## src/rtl/usb_ls_tx_pkg.sv

```systemverilog
package usb_ls_tx_pkg;
  typedef enum logic [2:0] {
    S_IDLE, S_PREP, S_JLEAD, S_BITS, S_SE0, S_JEND, S_REL
  } tx_st_t;
endpackage

```

## src/rtl/usb_ls_tx_timer.sv

```systemverilog
module usb_ls_tx_timer #(
  parameter int BIT_CLKS = 10,
  parameter int EOP_BITS = 2
) (
  input  logic clk,
  input  logic rst,
  input  logic en,
  input  logic long_slot,
  output logic slot_end
);
  localparam int MAXC = BIT_CLKS * EOP_BITS;
  localparam int CW   = $clog2(MAXC + 1);
  localparam logic [CW-1:0] LIM_S = CW'(BIT_CLKS - 1);
  localparam logic [CW-1:0] LIM_L = CW'(MAXC - 1);

  logic [CW-1:0] cnt;

  assign slot_end = en && (cnt == (long_slot ? LIM_L : LIM_S));

  always_ff @(posedge clk) begin
    if (rst || !en || slot_end) cnt <= '0;
    else                        cnt <= cnt + 1'b1;
  end

  // the slot counter never runs past the longest slot
  a_r3_cnt_range: assert property (@(posedge clk) disable iff (rst)
    en |-> (cnt <= LIM_L));
endmodule

```

## src/rtl/usb_ls_tx_ser.sv

```systemverilog
module usb_ls_tx_ser #(
  parameter int MAX_BYTES = 12,
  parameter int STUFF_RUN = 6,
  parameter int AW = $clog2(MAX_BYTES),
  parameter int CW = $clog2(MAX_BYTES + 1)
) (
  input  logic          clk,
  input  logic          rst,
  input  logic          load,
  input  logic [CW-1:0] nrest,
  input  logic          step,
  input  logic [7:0]    nxt_byte,
  output logic          lvl,
  output logic          fin,
  output logic [AW-1:0] rd_addr
);
  localparam int RW = $clog2(STUFF_RUN + 1);
  localparam logic [RW-1:0] RUN_MAX = RW'(STUFF_RUN);

  logic [7:0]    sh;
  logic [2:0]    bidx;
  logic [CW-1:0] left;
  logic [RW-1:0] ones;
  logic          done;

  assign fin = done && (ones != RUN_MAX);

  always_ff @(posedge clk) begin
    if (rst) begin
      sh <= '0; bidx <= '0; left <= '0; ones <= '0;
      done <= 1'b0; lvl <= 1'b1; rd_addr <= '0;
    end else if (load) begin
      sh <= 8'h80; bidx <= '0; left <= nrest; ones <= '0;
      done <= 1'b0; lvl <= 1'b1; rd_addr <= '0;
    end else if (step && !fin) begin
      if (ones == RUN_MAX) begin
        lvl  <= ~lvl;
        ones <= '0;
      end else begin
        if (!sh[0]) begin
          lvl  <= ~lvl;
          ones <= '0;
        end else begin
          ones <= ones + 1'b1;
        end
        if (bidx == 3'd7) begin
          bidx <= '0;
          if (left == '0) begin
            done <= 1'b1;
          end else begin
            sh      <= nxt_byte;
            left    <= left - 1'b1;
            rd_addr <= rd_addr + 1'b1;
          end
        end else begin
          sh   <= {1'b0, sh[7:1]};
          bidx <= bidx + 1'b1;
        end
      end
    end
  end

  // a run of ones never exceeds the stuffing limit
  a_r6_run_bounded: assert property (@(posedge clk) disable iff (rst)
    ones <= RUN_MAX);
  // a full run is always broken by a toggle on the next step
  a_r6_stuff_toggle: assert property (@(posedge clk) disable iff (rst)
    (step && !load && ones == RUN_MAX) |=> (lvl != $past(lvl)));
endmodule

```

## src/rtl/usb_ls_tx.sv

```systemverilog
module usb_ls_tx
  import usb_ls_tx_pkg::*;
#(
  parameter int BIT_CLKS  = 10,
  parameter int EOP_BITS  = 2,
  parameter int MIN_BYTES = 2,
  parameter int MAX_BYTES = 12,
  parameter int ADDR_W    = 7,
  parameter int AW = $clog2(MAX_BYTES),
  parameter int CW = $clog2(MAX_BYTES + 1)
) (
  input  logic              clk,
  input  logic              rst,
  input  logic              start,
  input  logic              hs_start,
  input  logic [CW-1:0]     byte_cnt,
  input  logic [7:0]        hs_pid,
  output logic [AW-1:0]     rd_addr,
  input  logic [7:0]        rd_data,
  input  logic [ADDR_W-1:0] pend_addr,
  output logic [ADDR_W-1:0] dev_addr,
  output logic              irq_clr,
  output logic              busy,
  output logic              oe,
  output logic              dp,
  output logic              dm
);
  localparam logic [CW-1:0] MINC = CW'(MIN_BYTES);
  localparam logic [CW-1:0] MAXC = CW'(MAX_BYTES);

  tx_st_t        st;
  logic          hs_q;
  logic [7:0]    pid_q;
  logic          go, slot_end, step, lvl, fin;
  logic [CW-1:0] cnt_c, nrest;

  assign go    = (st == S_IDLE) && !busy && (start || hs_start);
  assign cnt_c = (byte_cnt < MINC) ? MINC : (byte_cnt > MAXC) ? MAXC : byte_cnt;
  assign nrest = hs_start ? CW'(1) : cnt_c - 1'b1;
  assign step  = slot_end && (st == S_JLEAD || st == S_BITS);

  usb_ls_tx_timer #(.BIT_CLKS(BIT_CLKS), .EOP_BITS(EOP_BITS)) u_tmr (
    .clk      (clk),
    .rst      (rst),
    .en       (st == S_JLEAD || st == S_BITS || st == S_SE0),
    .long_slot(st == S_SE0),
    .slot_end (slot_end)
  );

  usb_ls_tx_ser #(.MAX_BYTES(MAX_BYTES), .AW(AW), .CW(CW)) u_ser (
    .clk     (clk),
    .rst     (rst),
    .load    (go),
    .nrest   (nrest),
    .step    (step),
    .nxt_byte(hs_q ? pid_q : rd_data),
    .lvl     (lvl),
    .fin     (fin),
    .rd_addr (rd_addr)
  );

  always_ff @(posedge clk) begin
    if (rst) begin
      st <= S_IDLE; hs_q <= 1'b0; pid_q <= '0; dev_addr <= '0;
    end else begin
      case (st)
        S_IDLE:  if (go) begin
                   st <= S_PREP; hs_q <= hs_start; pid_q <= hs_pid;
                 end
        S_PREP:  st <= S_JLEAD;
        S_JLEAD: if (slot_end) st <= S_BITS;
        S_BITS:  if (slot_end && fin) begin
                   st <= S_SE0;
                   if (!hs_q) dev_addr <= pend_addr;
                 end
        S_SE0:   if (slot_end) st <= S_JEND;
        S_JEND:  st <= S_REL;
        S_REL:   st <= S_IDLE;
        default: st <= S_IDLE;
      endcase
    end
  end

  // registered line stage: outputs follow the state by one clock
  always_ff @(posedge clk) begin
    if (rst) begin
      oe <= 1'b0; dp <= 1'b0; dm <= 1'b0; busy <= 1'b0; irq_clr <= 1'b0;
    end else begin
      busy    <= (st != S_IDLE);
      irq_clr <= (st == S_REL);
      case (st)
        S_PREP:  begin oe <= 1'b0; dp <= 1'b0; dm <= 1'b1; end
        S_JLEAD: begin oe <= 1'b1; dp <= 1'b0; dm <= 1'b1; end
        S_BITS:  begin oe <= 1'b1; dp <= ~lvl; dm <= lvl;  end
        S_SE0:   begin oe <= 1'b1; dp <= 1'b0; dm <= 1'b0; end
        S_JEND:  begin oe <= 1'b1; dp <= 1'b0; dm <= 1'b1; end
        S_REL:   begin oe <= 1'b0; dp <= 1'b0; dm <= 1'b1; end
        default: begin oe <= 1'b0; dp <= 1'b0; dm <= 1'b0; end
      endcase
    end
  end

  // both lines are never driven high together
  a_r5_no_se1: assert property (@(posedge clk) disable iff (rst)
    !(dp && dm));
  // the output enable only rises onto an idle J
  a_r2_enable_on_j: assert property (@(posedge clk) disable iff (rst)
    $rose(oe) |-> (dm && !dp));
  // the flag-clear pulse coincides with the bus being let go
  a_r10_irq_release: assert property (@(posedge clk) disable iff (rst)
    irq_clr |-> (!oe && $past(oe)));
  // the address moves only at the start of SE0 of a data packet
  a_r9_addr_data_only: assert property (@(posedge clk) disable iff (rst)
    (dev_addr != $past(dev_addr)) |-> ($past(st) == S_BITS && st == S_SE0 && !hs_q));
  // a start while busy does not change the packet kind
  a_r11_busy_hold: assert property (@(posedge clk) disable iff (rst)
    (busy && (start || hs_start)) |=> $stable(hs_q));
endmodule

```

## config.mk

```make
export PLATFORM = sky130hd
export DESIGN_NAME = usb_ls_tx
export DESIGN_NICKNAME = d
export VERILOG_FILES = /design/src/rtl/usb_ls_tx_pkg.sv /design/src/rtl/usb_ls_tx_timer.sv /design/src/rtl/usb_ls_tx_ser.sv /design/src/rtl/usb_ls_tx.sv
export SDC_FILE = /design/constraint.sdc
export NUM_CORES = 1
export LEC_CHECK = 0
export ABC_AREA = 1
export BUFFER_PORTS_ARGS = -buffer_cell sky130_fd_sc_hd__buf_4
export CAP_MARGIN = 5
export CORE_ASPECT_RATIO = 1.2
export CORE_MARGIN = 5
export CORE_UTILIZATION = 50
export CTS_BUF_LIST = sky130_fd_sc_hd__clkbuf_16
export DETAILED_ROUTE_END_ITERATION = 10
export PLACE_DENSITY = 0.73
export SYNTH_ARGS = -nofsm -noshare
export SYNTH_HDL_FRONTEND = slang
export SYNTH_SLANG_ARGS = --single-unit
export TNS_END_PERCENT = 50
```

## constraint.sdc

```tcl
create_clock -name clk -period 3.05 [get_ports clk]
set_clock_uncertainty 0.05 [all_clocks]
set_input_delay 0 -clock clk [delete_from_list [all_inputs] [get_ports clk]]
set_output_delay 0 -clock clk [all_outputs]
set_load 0.03 [all_outputs]
```

-- Word-level counts from Yosys, hierarchy flattened
Cells that the tools add are included.
- bits of input ports: 31
- register bits: 53
- logic and storage cells: 111
- output and inout port bits: 16
- equal/unequal tests: 19
- order comparisons: 2
- bitwise gates (word level): 5
- add/subtract/negate cells: 6
- muxes and demuxes: 27
- reduce and logical (&&, ||, !) cells: 34
- operator list (operator ; count):
    $mux 8 ; 6
    $mux 4 ; 8
    $mux 3 ; 7
    $pmux 3 s6 ; 1
    $reduce_and 4->1 ; 4
    $eq 3x3->1 const B ; 5
    $ne 2x2->1 const B ; 7
    $reduce_and 3->1 ; 3
    $reduce_or 4->1 ; 2
    $sub 4x1->4 const B ; 2
    $logic_and 1x1->1 ; 7
    $add 3x1->3 const B ; 2
    $eq 3x2->1 const B ; 2
    $ne 3x3->1 const B ; 2
    $reduce_and 2->1 ; 3
    $add 5x1->5 const B ; 1
    $eq 5x5->1 ; 1
    $logic_or 1x1->1 ; 5
    $mux 5 ; 1
    $not 1->1 ; 5
    $add 4x1->4 const B ; 1
    $gt 4x4->1 const B ; 1
    $logic_not 4->1 ; 1
    $lt 4x2->1 const B ; 1
    9 further kinds ; 15

-- Logic depth before layout (Yosys ltp)
- depth after elaboration: 8
- gate-level depth with buffers: 12
- gate-level depth less buffers: 12

-- By module
From an unflattened synthesis, not the netlist that was laid out.
- cells, all modules: 369
- area total of the unflattened synthesis: 2773.9 sq um
- by module, submodules not included (module ; cells each ; area each (sq um) ; seq. area each (sq um) ; times used):
    usb_ls_tx_ser ; 172 ; 1296.2 ; 480.5 ; 1
    usb_ls_tx ; 163 ; 1198.6 ; 480.5 ; 1
    usb_ls_tx_timer ; 34 ; 279.0 ; 100.1 ; 1

-- Worst setup path before layout
OpenSTA, ideal clock, no wires.
- path type: reg-to-reg
- from: register u_ser.ones[0]
- to: register u_ser.left[1]
- library setup time: 0.113 ns
- arrival time: 1.466 ns
- data required time: 2.887 ns
- path buffers: 0
- path slack: 1.421 ns
- period minus slack after synthesis: 1.629 ns
- cell stages (with the launch flop): 13
- cell sequence: dfxtp_1 inv_1 ha_1 nand2_2 inv_2 nor2_2 nor2_4 nand3_4 nand2_1 nand3_1 nand2_1 nand2_1 nor2_1
- longest elaborated chain between the ends: 6
- elaborated cells between the ends (all ways): 8
- those cells by class: 3 x eq/ne; 5 x reduce/logical
- RTL lines (what ; RTL line ; text):
    start: declaration ; usb_ls_tx_ser.sv:23 ; logic [RW-1:0] ones;
    start signal: assignment ; usb_ls_tx_ser.sv:44 ; ones <= ones + 1'b1;
    $ne 3x3->1 ; usb_ls_tx_ser.sv:26 ; assign fin = done && (ones != RUN_MAX);
    $logic_and 1x1->1 ; usb_ls_tx_ser.sv:26 ;
    $logic_not 1->1 ; usb_ls_tx_ser.sv:35 ; end else if (step && !fin) begin
    $logic_and 1x1->1 ; usb_ls_tx_ser.sv:35 ;
    $reduce_bool 2->1 (no line) ; - ;
    $reduce_and 4->1 (no line) (*) ; - ;
    end signal: assignment ; usb_ls_tx_ser.sv:52 ; left <= left - 1'b1;
    end: declaration ; usb_ls_tx_ser.sv:22 ; logic [CW-1:0] left;
Every way passes the cells marked *; elsewhere a longest branch is shown, timed or not.
A chain may end at the register's enable or synchronous reset.

-- Worst setup path in the final report
- from: register u_ser.ones[0]
- to: register dev_addr[2]
- longest elaborated chain between the ends: 4
- RTL lines (what ; RTL line ; text):
    $ne 3x3->1 ; usb_ls_tx_ser.sv:26 ;
    $logic_and 1x1->1 ; usb_ls_tx_ser.sv:26 ;
    $logic_and 1x1->1 ; usb_ls_tx.sv:72 ; S_BITS: if (slot_end && fin) begin
    $reduce_and 3->1 (no line) ; - ;
    end signal: assignment ; usb_ls_tx.sv:74 ; if (!hs_q) dev_addr <= pend_addr;
    end: declaration ; usb_ls_tx.sv:21 ; output logic [ADDR_W-1:0] dev_addr,
No other way between the ends.

==> results.ini <==
[power_and_ir_drop]
seqPwrFrac_pct=38.9
power.switching_uw=857
p_leak_nw=1.53
p_comb_share_pct=36.3
intPower_mw=1.40
p_clk_share_pct=24.8
p_sw_share_pct=38.0
irDropWorstVdd_mv=0.448
finalPower_mw=2.25
power_density_nw_per_um2=662

[setup_path]
crit_arrival_ns=2.52
slowest_delay_ns=0.56
worst_r2r_path_depth=10
path_buf_inv=4
crit_type=reg2reg
cp_cell_sequence=inv_1 -> ha_1 -> nand2_2 -> inv_2 -> nor2_2 -> nand4_4 -> clkinv_2 -> nand2_1 -> a21oi_1 -> dlygate4sd3_1
rr_startpoint=u_ser.ones[0]$_SDFFE_PP0P_
ff2ff_setup_slack_ns=0.72
crit_family=buffers and inverters
critPathSlowestCell=dlygate4sd3_1
cp_max_fo=8
worst_setup_path_start_kind=flop
required_ns=3.24
timing.rr.end=dev_addr[2]$_SDFFE_PP0P_
cp-end-kind=flop

[die]
rows=29
io_pins=47
die_w_um=76.4
die_h_um=89.7
start_util_pct=50.6
die_area_um2=6850
core_um2=5230

[timing]
hold_viol=0
drv_slew=0
worst_slew_pin_slew_ns=0.511
period_share_pct=76.5
fin_tns_setup_ns=0
setup_viol=0
post-route-min-period_ns=2.33
max_freq_ghz=0.428
rsz0062_at_grt=no
relSlewSlack_pct=65.9
hold-worst-slack_ns=0.0763

[place]
portBuffers=46
dpl.cell_count=469
post-dp-hpwl_mm=4.30
place_congestion=0.773

[yosys]
synth_xor_area_share_pct=1.99
synth_mux_area_share_pct=0
yosysTopAreaCellShare_pct=40.1
ys_async_sr_fraction_pct=0
synth_compound_gate_area_share_pct=15.6
synth_top_family_by_area=simple AND/OR/NAND/NOR gates
ys_ff_latch=53
synth_cell_type_count=36
synth_common_cells=nand2_1 (85), dfxtp_1 (53), nor2_1 (46)
synth_top_area_cell=dfxtp_1
synth_ff_type=dfxtp_1
avgSynthCellArea_um2=7.18
ys_warn_count=0
synthCells=368
synth_adder_area_share_pct=4.26
yosysMostFrequentCell=nand2_1
synth-simple-area-share_pct=30.2
yosysSeqAreaShare_pct=40.1
syn-num-nets=408
synth_edf_count=0
synth.area.top_cells=dfxtp_1 (40%), nand2_1 (12%), a21oi_1 (8.1%), nor2_1 (6.5%), inv_1 (5.0%)
netlist_area_um2=2640

[hold_path]
min_from=rd_data[5]
min_path_type=in2reg
min_to=u_ser.sh[5]$_SDFFE_PP0P_
hold-path-cell-count=5

[clock_tree]
hold_buffers=23
cts-buffers-inserted=5
cts_setup_buffers=0
clk_pin_slew_ns=0.07
htreeDepth=2
clock_path_buffers=2
clkLatencyLatePin_ns=0.29
cts_root_buf=clkbuf_16
clock_sinks=53
cts_tree=yes
cts_resized=0

[global_route]
grt_pass1_vias=2446
grt_use_total_pct=18.6
grt_pass1_wl_mm=10.6
grt_overflow=0
antenna_found_initial=0
grt_max_degree=22

[routing]
via_count=2521
wl_met2_mm=3.05
wl_per_cell_um=12.2
first_pass_iters=4
wl_met3_um=280
wl_met1_mm=2.75
viasPerCell=5.04
totalWireLength_mm=6.12
first_iter_violations=164
route.detailed.drc=0
top_layer_used=met4
detail-route-antenna-nets=0

[layout]
final_cells=500
drive_above_1_share_pct=18.5
area_growth_pct=28.8
finish.utilization_pct=65.2
layout.nets=477
n_antenna_cell=0

[run]
cap_violations=0

[run_status]
outcome=finished clean

[power groups by stage]
stage / clock, mW / sequential, mW / combinational (mW)
finish: 0.559 / 0.876 / 0.818
CTS: 0.562 / 0.877 / 0.819
floorplan: 0 / 0.894 / 0.628
global placement: 0 / 0.888 / 0.788
global route: 0.594 / 0.895 / 0.945
detailed placement: 0 / 0.892 / 0.800
[worst register-to-register path, stage by stage, from the launching register on]
cell and delay, ns:
dfxtp_1 0.36, inv_1 0.07, ha_1 0.20, nand2_2 0.13
inv_2 0.08, nor2_2 0.22, nand4_4 0.21, clkinv_2 0.17
nand2_1 0.08, a21oi_1 0.16, dlygate4sd3_1 0.56
[state kept, by name, indices dropped and copies added, names as in the netlist]
register,cells
dp,1
u_ser.rd_addr,4
busy,1
dm,1
irq_clr,1
pid_q,8
u_tmr.cnt,5
u_ser.bidx,3
u_ser.ones,3
st,3
u_ser.done,1
u_ser.left,4
hs_q,1
dev_addr,7
u_ser.lvl,1
u_ser.sh,8
oe,1
[placed cells by master (no fill, tap or decap), types with 2 or more instances in the layout]
| master | n |
|---|---|
| dfxtp_1 | 53 |
| a21oi_1 | 43 |
| o22ai_1 | 3 |
| nand2_1 | 85 |
| buf_4 | 47 |
| nor3_1 | 3 |
| inv_1 | 36 |
| dlygate4sd3_1 | 23 |
| xor2_1 | 2 |
| xnor2_1 | 4 |
| clkbuf_16 | 5 |
| nor2_4 | 4 |
| nand2_2 | 5 |
| nand4_1 | 3 |
| ha_1 | 9 |
| clkinvlp_4 | 2 |
| nand3_1 | 17 |
| o21ai_1 | 2 |
| nand4_4 | 2 |
| nor2_1 | 46 |
| o21ai_0 | 20 |
| inv_2 | 7 |
| nor2_2 | 4 |
[how the worst max path moves through the flow]
stage                                    start                    endpoint  slack (ns)  depth (start not counted)
floorplan           u_ser.ones[0]$_SDFFE_PP0P_  u_ser.left[1]$_SDFFE_PP0P_        1.42                         12
global placement    u_ser.bidx[0]$_SDFFE_PP0P_  u_ser.left[2]$_SDFFE_PP0P_        1.17                          9
detailed placement  u_ser.bidx[0]$_SDFFE_PP0P_  u_ser.left[0]$_SDFFE_PP0P_        1.11                          9
CTS                 u_ser.ones[0]$_SDFFE_PP0P_    dev_addr[4]$_SDFFE_PP0P_        0.78                         10
global route        u_ser.ones[0]$_SDFFE_PP0P_    dev_addr[2]$_SDFFE_PP0P_        0.58                         10
finish              u_ser.ones[0]$_SDFFE_PP0P_    dev_addr[2]$_SDFFE_PP0P_        0.72                         10
[stage by stage]
| stage | area, µm² | setup slack [ns] |
|---|---|---|
| final | 3400 | 0.716 |
| after global placement | 3030 | 1.17 |
| after detailed placement | 3030 | 1.11 |
| after global routing | 3400 | 0.583 |
| after floorplan | 2640 | 1.42 |
| after CTS | 3400 | 0.778 |
[logic make-up (layout without fill, tap and decap cells)]
| logic type | count (synthesis) | count (layout) |
|---|---|---|
| simple gates | 174 | 174 |
| fa+ha+maj | 9 | 9 |
| buf+inv | 51 | 121 |
| compound gates | 75 | 75 |
| xor+xnor | 6 | 6 |
| flops | 53 | 53 |
[cell type report]
class | count | area [µm²]
fill | 488 | 1820
timing repair buffer | 70 | 583
sequential | 53 | 1060
multi-input combinational | 264 | 1380
inverter | 43 | 163
tap | 62 | 77.6
clock buffer | 5 | 125
clock inverter | 3 | 18.8
[layer usage]
layer  vias up  track usage, %
met3         4            3.69
met4         0            5.25
met5         -               0
li1       1326               -
met1      1143            22.1
met2        48            34.3
Power figures use the tool's default switching activity.
